`src/rtl/dtm_pkg.sv`:
```
package dtm_pkg;
  localparam int CNT_W   = 8;
  localparam int PRE_W   = 7;
  localparam int SEL_W   = $clog2(PRE_W + 1);
  localparam int NTAP    = PRE_W + 1;
  localparam int DIV_RST = 4;
  // control register bit positions
  localparam int FLAG_BIT = 7;
  localparam int MASK_BIT = 6;
  localparam int PCLR_BIT = 3;

  typedef struct packed {
    logic             loadCnt;
    logic             preClr;
    logic [CNT_W-1:0] loadVal;
    logic [SEL_W-1:0] divSel;
  } dpStrobe_t;
endpackage

```
`src/rtl/dtm_datapath.sv`:
```
module dtm_datapath
  import dtm_pkg::*;
(
  input  logic             clk,
  input  logic             rstN,
  input  logic             tickEn,
  input  dpStrobe_t        stb,
  output logic [CNT_W-1:0] cntQ,
  output logic             termHit
);
  logic [PRE_W-1:0] preQ;
  logic [NTAP-1:0]  tapHit;
  logic             stepEn;

  // tapHit[k]: the low k prescaler bits are all ones, so the next tick ends a 2^k period
  assign tapHit[0] = 1'b1;
  generate
    for (genvar k = 1; k < NTAP; k++) begin : g_tap
      assign tapHit[k] = &preQ[k-1:0];
    end
  endgenerate

  assign stepEn  = tickEn && !stb.preClr && tapHit[stb.divSel];
  assign termHit = stepEn && !stb.loadCnt && (cntQ == CNT_W'(1));

  always_ff @(posedge clk or negedge rstN) begin
    if (!rstN) begin
      preQ <= '0;
    end else if (stb.preClr) begin
      preQ <= '0;
    end else if (tickEn) begin
      preQ <= preQ + 1'b1;
    end
  end

  always_ff @(posedge clk or negedge rstN) begin
    if (!rstN) begin
      cntQ <= '1;
    end else if (stb.loadCnt) begin
      cntQ <= stb.loadVal;
    end else if (stepEn) begin
      cntQ <= cntQ - 1'b1;
    end
  end

  AST_PRE_CLEAR: assert property (@(posedge clk) disable iff (!rstN)
    stb.preClr |=> preQ == '0);
  AST_IDLE_HOLD: assert property (@(posedge clk) disable iff (!rstN)
    (!tickEn && !stb.loadCnt && !stb.preClr) |=> ($stable(cntQ) && $stable(preQ)));
  AST_LOAD_WINS: assert property (@(posedge clk) disable iff (!rstN)
    stb.loadCnt |=> cntQ == $past(stb.loadVal));
  AST_TERM_ZERO: assert property (@(posedge clk) disable iff (!rstN)
    termHit |=> cntQ == '0);
  AST_UNIT_STEP: assert property (@(posedge clk) disable iff (!rstN)
    (tickEn && !stb.preClr && !stb.loadCnt && stb.divSel == '0)
      |=> cntQ == CNT_W'($past(cntQ) - 1'b1));
endmodule

```
`src/rtl/dtm_ctrl.sv`:
```
module dtm_ctrl
  import dtm_pkg::*;
(
  input  logic             clk,
  input  logic             rstN,
  input  logic             busWr,
  input  logic             busAddr,
  input  logic [CNT_W-1:0] busWrData,
  input  logic             termHit,
  output dpStrobe_t        stb,
  output logic [CNT_W-1:0] ctrlRd,
  output logic             irqReq
);
  logic             flagQ;
  logic             maskQ;
  logic [SEL_W-1:0] selQ;
  logic             ctrlWr;
  logic             cntWr;

  assign ctrlWr = busWr && !busAddr;
  assign cntWr  = busWr && busAddr;

  always_ff @(posedge clk or negedge rstN) begin
    if (!rstN) begin
      maskQ <= 1'b1;
      selQ  <= SEL_W'(DIV_RST);
    end else if (ctrlWr) begin
      maskQ <= busWrData[MASK_BIT];
      selQ  <= busWrData[SEL_W-1:0];
    end
  end

  always_ff @(posedge clk or negedge rstN) begin
    if (!rstN) begin
      flagQ <= 1'b0;
    end else if (termHit) begin
      flagQ <= 1'b1;
    end else if (ctrlWr && !busWrData[FLAG_BIT]) begin
      flagQ <= 1'b0;
    end
  end

  always_comb begin
    stb.loadCnt = cntWr;
    stb.preClr  = ctrlWr && busWrData[PCLR_BIT];
    stb.loadVal = busWrData;
    stb.divSel  = selQ;
  end

  always_comb begin
    ctrlRd                = '0;
    ctrlRd[FLAG_BIT]      = flagQ;
    ctrlRd[MASK_BIT]      = maskQ;
    ctrlRd[SEL_W-1:0]     = selQ;
  end

  assign irqReq = flagQ && !maskQ;

  AST_FLAG_SET: assert property (@(posedge clk) disable iff (!rstN)
    termHit |=> flagQ);
  AST_FLAG_HOLD: assert property (@(posedge clk) disable iff (!rstN)
    (!termHit && !ctrlWr) |=> $stable(flagQ));
  AST_IRQ_MASKED: assert property (@(posedge clk) disable iff (!rstN)
    maskQ |-> !irqReq);
  AST_SEL_HOLD: assert property (@(posedge clk) disable iff (!rstN)
    !ctrlWr |=> $stable(selQ));
endmodule

```
`src/rtl/tick_down_timer.sv`:
```
module tick_down_timer
  import dtm_pkg::*;
(
  input  logic             clk,
  input  logic             rstN,
  input  logic             tickEn,
  input  logic             busWr,
  input  logic             busAddr,
  input  logic [CNT_W-1:0] busWrData,
  output logic [CNT_W-1:0] busRdData,
  output logic             irqReq
);
  dpStrobe_t        stb;
  logic [CNT_W-1:0] cntQ;
  logic [CNT_W-1:0] ctrlRd;
  logic             termHit;

  dtm_ctrl u_ctrl (
    .clk       (clk),
    .rstN      (rstN),
    .busWr     (busWr),
    .busAddr   (busAddr),
    .busWrData (busWrData),
    .termHit   (termHit),
    .stb       (stb),
    .ctrlRd    (ctrlRd),
    .irqReq    (irqReq)
  );

  dtm_datapath u_dp (
    .clk     (clk),
    .rstN    (rstN),
    .tickEn  (tickEn),
    .stb     (stb),
    .cntQ    (cntQ),
    .termHit (termHit)
  );

  assign busRdData = busAddr ? cntQ : ctrlRd;
endmodule

```
`config.mk`:
```
export PLATFORM = sky130hd
export DESIGN_NAME = tick_down_timer
export DESIGN_NICKNAME = d
export VERILOG_FILES = /design/src/rtl/dtm_pkg.sv /design/src/rtl/dtm_datapath.sv /design/src/rtl/dtm_ctrl.sv /design/src/rtl/tick_down_timer.sv
export SDC_FILE = /design/constraint.sdc
export NUM_CORES = 1
export LEC_CHECK = 0
export ABC_CLOCK_PERIOD_IN_PS = 3100
export BUFFER_PORTS_ARGS = -buffer_cell sky130_fd_sc_hd__buf_2
export CORE_ASPECT_RATIO = 0.8
export CORE_MARGIN = 4
export CORE_UTILIZATION = 58
export DETAILED_ROUTE_END_ITERATION = 16
export GPL_TIMING_DRIVEN = 0
export HOLD_SLACK_MARGIN = 0.15
export PLACE_DENSITY = 0.8
export SYNTH_ARGS = -nofsm -noshare
export SYNTH_HDL_FRONTEND = slang
export SYNTH_SLANG_ARGS = --single-unit
```
`constraint.sdc`:
```
create_clock -name clk -period 3.1 [get_ports clk]
set_input_delay 0.155 -clock clk [delete_from_list [all_inputs] [get_ports clk]]
set_output_delay 0.155 -clock clk [all_outputs]
set_load 0.01 [all_outputs]
```
### After elaboration in Yosys (flattened, before gate mapping)

Cells that the tools add are included.

| word-level totals | value |
|---|---|
| bits of input ports | 13 |
| logic and storage cells | 41 |
| bits in registers | 20 |
| output and inout bits | 9 |

| operators by class | value |
|---|---|
| eq/ne operators | 1 |
| reduce and logical (&&, ||, !) cells | 23 |
| $add $sub $neg | 2 |
| multiplexer cells | 9 |
| $lt $le $gt $ge | 1 |

Operator list:

| kind | count |
|---|---|
| two-way mux 8 bit | 3 |
| two-way mux 7 bit | 2 |
| logical AND 1 bit | 9 |
| equality test 8 x 1 -> 1 bit (second input constant) | 1 |
| subtractor 8 x 1 -> 8 bit (second input constant) | 1 |
| adder 7 x 1 -> 7 bit (second input constant) | 1 |
| AND reduction 7 bit | 1 |
| AND reduction 6 bit | 1 |
| nonzero test 2 bit | 3 |
| logical NOT 1 bit | 5 |
| AND reduction 5 bit | 1 |
| < comparator 3 x 4 -> 1 bit (second input constant) | 1 |
| AND reduction 4 bit | 1 |
| binary-select mux 1 bit (select 3 bit) | 1 |
| two-way mux 1 bit | 3 |
| AND reduction 3 bit | 1 |
| AND reduction 2 bit | 1 |

### Logic depth before layout (Yosys ltp)

| logic depth | value |
|---|---|
| word-level depth | 9 |
| mapped depth | 9 |
| mapped depth without buffers | 9 |

### By module

Synthesis repeated with hierarchy kept, for this count alone.

| second synthesis, totals | value |
|---|---|
| cell total of the unflattened synthesis | 144 |
| area total of the unflattened synthesis | 1465.2 µm² |

Modules (own cells, without submodules):

| module | cells each | times used | area each (µm²) | seq. area each (µm²) |
|---|---|---|---|---|
| dtm_datapath | 100 | 1 | 955.9 | 385.4 |
| dtm_ctrl | 35 | 1 | 377.9 | 127.6 |
| tick_down_timer | 9 | 1 | 131.4 | 0.0 |

### Worst setup path before layout

Ideal clock, no wire load.

| timing path | value |
|---|---|
| path type | register to register |
| from | register u_dp.preQ[0] |
| to | register u_dp.cntQ[1] |
| stages on the path, launching flop included | 10 |
| buffers on the path | 0 |
| required time | 3032 ps |
| library setup time | 68 ps |
| arrival time | 1863 ps |
| setup slack | 1169 ps |
| clock period less this slack | 1931 ps |
| cells stage by stage | dfrtp_1 -> ha_1 -> nand3_2 -> inv_1 -> ha_1 -> nand3b_1 -> o311ai_4 -> and4_4 -> mux2_4 -> a21oi_2 |

| on the way | value |
|---|---|
| cells in the longest elaborated chain, start to end | 5 |
| elaborated cells on any way between the ends | 10 |
| classes of those cells | mux (2); reduce/logical (8) |

Ends and longest elaborated chain:

| item | line | text |
|---|---|---|
| from (decl) | dtm_datapath.sv:11 | `logic [PRE_W-1:0] preQ;` |
| from (signal assigned) | dtm_datapath.sv:32 | `preQ <= preQ + 1'b1;` |
| AND reduction 7 bit (tied with other cells) | dtm_datapath.sv:19 | `assign tapHit[k] = &preQ[k-1:0];` |
| binary-select mux 1 bit (select 3 bit) (*) | dtm_datapath.sv:23 | `assign stepEn = tickEn && !stb.preClr && tapHit[stb.divSel];` |
| two-way mux 1 bit (not written as such) (*) | dtm_datapath.sv:23 |  |
| logical AND 1 bit (*) | dtm_datapath.sv:23 |  |
| nonzero test 2 bit (no source line) (*) | - |  |
| to (signal assigned) | dtm_datapath.sv:40 | `cntQ <= stb.loadVal;` |
| to (signal assigned) | dtm_datapath.sv:42 | `cntQ <= cntQ - 1'b1;` |
| to (decl) | dtm_datapath.sv:8 | `output logic [CNT_W-1:0] cntQ,` |

Every way passes the cells marked *; elsewhere a longest branch is shown, timed or not. The select of a mux whose other input is x is not followed.
A chain may end at the register's enable or synchronous reset.

### Worst setup path after layout

Same ends and word-level chain as after synthesis.

==> results.md <==
| Item | Value |
| --- | --- |
| Ratio of final minimum period to clock period | 0.686 |
| Final Hold Violating Endpoints | 0 |
| Sequential-to-total area share from yosys stat | 0.416 |
| Placed insts | 163 |
| Post-layout net count | 171 |
| Max Used Layer | met4 |
| Cell breakdown of the critical path | ha_1 > nand3_2 > inv_1 > ha_1 > nand3b_1 > o311ai_4 > and4_4 > mux2_4 > a21oi_2 |
| Clock slew at the register clock pins of the worst setup and hold paths | 0.11 ns |
| Final Setup Violations | 0 |
| CTS tree | yes |
| Post-Syn Nets | 137 |
| Clk sink count | 20 |
| Critical path's top delay family | simple AND/OR/NAND/NOR gates |
| Sum of negative setup slack | 0 ns |
| Mean cell area of the mapped netlist | 10.4 um^2 |
| Crit path max fanout | 8 |
| Largest clock skew in the final design | 0.00532 ns |
| Initial antenna violation count | 0 |
| Clock insertion delay at the later pin of the skew report | 0.31 ns |
| Unrepaired setup endpoints after global routing | no |
| Most frequent cells in the layout | buf_2 (21), nor2_1 (17), dfrtp_1 (10), dfstp_2 (10), dlygate4sd3_1 (9) |
| Capture point of the worst reg-to-reg path | u_dp.cntQ[1]$_DFFE_PN1P_ |
| Non-filler instance count after layout | 176 |
| Distinct cell type count after synthesis | 37 |
| Gates resized, CTS repair | 0 |
| Average via count per standard cell | 5.70 |
| Element type at the critical path start | flop |
| Cell with the largest stage delay on the worst path | dfrtp_1 |
| CP startpoint | u_dp.preQ[0]$_DFFE_PN0P_ |
| Detail Route Antenna Nets | 0 |
| Synth Register Bits | 20 |
| Via count of the first global-routing pass | 1012 |
| Summed instance area of the synthesized netlist | 0.00123 mm^2 |
| Tmin final | 2.13 ns |
| First-pass GRT wire length | 4.46 mm |
| Max-slew violations | 0 |
| Final wirelength | 2.63 mm |
| DR WL/cell | 14.9 um |
| Worst VDD drop | 0.478 mV |
| DR pass1 iterations | 4 |
| Upper clock frequency limit | 0.470 GHz |
| Worst reg-to-reg path cell count | 9 |
| Area delta synth->final | 20.8% |
| Hold-critical path depth | 3 |
| Share of final-layout standard cells stronger than drive strength 1 | 0.342 |
| Worst Path Required | 3.35 ns |
| Run status | completed |
| CTS HTree Levels | 1 |
| CTS buffer count | 3 |
| GRT Resource Usage Total | 0.194 |
| Worst r2r src | u_dp.preQ[0]$_DFFE_PN0P_ |
| Number of warnings reported in the yosys synthesis log | 0 |
| Via total after detailed routing | 1004 |
| Power per cell area | 552 mW/mm^2 |
| Most common cell after layout, fill and taps aside | buf_2 |
| Vertical extent of the die | 49.3 um |
| Area contributors post-synth | dfstp_2 (21%), dfrtp_1 (20%), mux2_2 (7.3%) |
| Leakage power | 0.683 nW |
| Arrival time of data at the critical path endpoint | 2.38 ns |
| Starting density of the core | 0.634 |
| Worst path max stage delay | 0.44 ns |
| Rows | 14 |
| Met3 wire length | 138 um |
| Width of the die | 59.6 um |
| Layout fillers | 149 |
| Die Outline Area | 0.00293 mm^2 |
| Maximum buffer depth of the clock tree | 2 |
| Post-detail-place hpwl | 1.91 mm |
| Core box area | 0.00194 mm^2 |
| Most prevalent standard cell on the critical path | ha_1 |
| Path category of the worst min-delay check | in -> reg |
| Sum of overflow across all layers after global routing | 0 |
| Measured slew at the worst slew-check pin | 0.497 ns |
| Cell accounting for the most synthesized area | dfstp_2 |
| Cells after synthesis | 119 |
| Max Cap Violations | 0 |
| Met1 Wirelength | 1.27 mm |
| Drt first-iter violations | 45 |
| Detailed-route DRC error count | 0 |
| Maximum number of pins on one net before global-route repair | 21 |
| Root Buffer Master | clkbuf_4 |
| Diode insertion count for antenna repair | 0 |
| Buffers plus inverters on the worst setup path | 1 |
| Endpoint, Worst Hold | u_dp.preQ[0]$_DFFE_PN0P_ |
| Type of the worst setup path | reg -> reg |
| Worst slew margin | 0.668 |
| Placer congestion estimate | 0.769 |
| WL met2 | 1.20 mm |
| Register-to-register path setup slack | 0.97 ns |
| Source of the worst hold timing path | tickEn |
| I/O pin count | 22 |
| Total of buffers placed on input and output ports | 20 |
| Share of the synthesized area in the top cell type | 0.213 |
| Crit. End Element | flop |
-- where the power goes --
group          switching [mW]  leakage [nW]  internal (mW)
sequential             0.0657         0.235          0.338
clock                  0.0846        0.0210         0.0717
combinational           0.129         0.427          0.134
-- sequential cells by signal, summed over array words and instances, names as in the netlist --
name / count
u_dp.cntQ: 8
u_dp.preQ: 7
u_ctrl.selQ: 3
u_ctrl.flagQ: 1
u_ctrl.maskQ: 1
-- how the worst max path moves through the flow --
stage / slack [ns] / cells past startpoint / end
final: 0.97 / 9 / u_dp.cntQ[1]$_DFFE_PN1P_
after global routing: 0.83 / 9 / u_dp.cntQ[1]$_DFFE_PN1P_
after CTS: 0.97 / 9 / u_dp.cntQ[1]$_DFFE_PN1P_
after detailed placement: 1.02 / 9 / u_dp.cntQ[1]$_DFFE_PN1P_
after global placement: 1.05 / 9 / u_dp.cntQ[1]$_DFFE_PN1P_
after floorplan: 1.17 / 9 / u_dp.cntQ[1]$_DFFE_PN1P_
-- tightest hold or removal path, stage by stage --
cell	delay, ns
buf_2	0.17
xnor2_1	0.17
nor2_1	0.04
-- cell usage after synthesis --
library cell and instances:
a21boi_1 1, a21boi_2 1, a21oi_1 8, a21oi_2 1, a31oi_2 1, and2_1 3, and3_1 1, and3_2 1
and4_1 1, and4_4 1, and4b_1 1, buf_2 1, clkbuf_1 2, dfrtp_1 10, dfstp_2 10, ha_1 5
inv_1 5, mux2_2 8, mux2_4 1, mux2i_1 4, nand2_1 4, nand2b_1 1, nand3_1 1, nand3_2 1
nand3b_1 2, nand4_1 5, nand4b_1 2, nor2_1 17, nor2b_1 1, nor3_1 1, nor4b_2 1, o211ai_1 1
o21ai_0 3, o311ai_4 1, or3_1 2, xnor2_1 2, xor2_1 8
-- timing repair --
action	4_1_cts	5_1_grt
endpoints found under the hold margin	33	0
setup buffers	0	0
hold buffers	9	0
-- routing by layer --
layer  vias up  track usage
li1        492            -
met1       487        0.259
met2        23        0.318
met3         2       0.0503
met4         0       0.0295
met5         -            0
-- layout make-up --
cell class	instances	area (um^2)	area share
Tap cell	24	30.0	0.0202
Inverter	5	18.8	0.0126
Multi-Input combinational cell	91	689	0.463
Sequential cell	20	513	0.344
Timing Repair Buffer	29	190	0.128
Clock buffer	4	36.3	0.0243
Buffer	3	12.5	0.00840
-- logic make-up (layout without fill, tap and decap cells) --
kind of cell,count (synthesis),in the layout,synth area share
AND/OR/NAND/NOR,46,46,0.215
flip-flops,20,20,0.416
AO/OA/AOI/OAI,17,17,0.104
multiplexers,13,13,0.118
XOR/XNOR,10,10,0.0710
buffers and inverters,8,41,0.0254
adder cells (fa/ha/maj),5,5,0.0507
-- stage by stage --
step	worst slack [ns]	utilization	hold slack (ns)	cell area [um^2]	power, mW
detailed placement	1.02	0.701	0.128	1360	0.660
global placement	1.05	0.701	0.117	1360	0.643
global route	0.834	0.766	0.277	1490	0.877
finish	0.973	0.766	0.252	1490	0.822
floorplan	1.17	-	-0.141	1230	0.581
CTS	0.974	0.766	0.243	1490	0.824
Power figures use the tool's default switching activity.
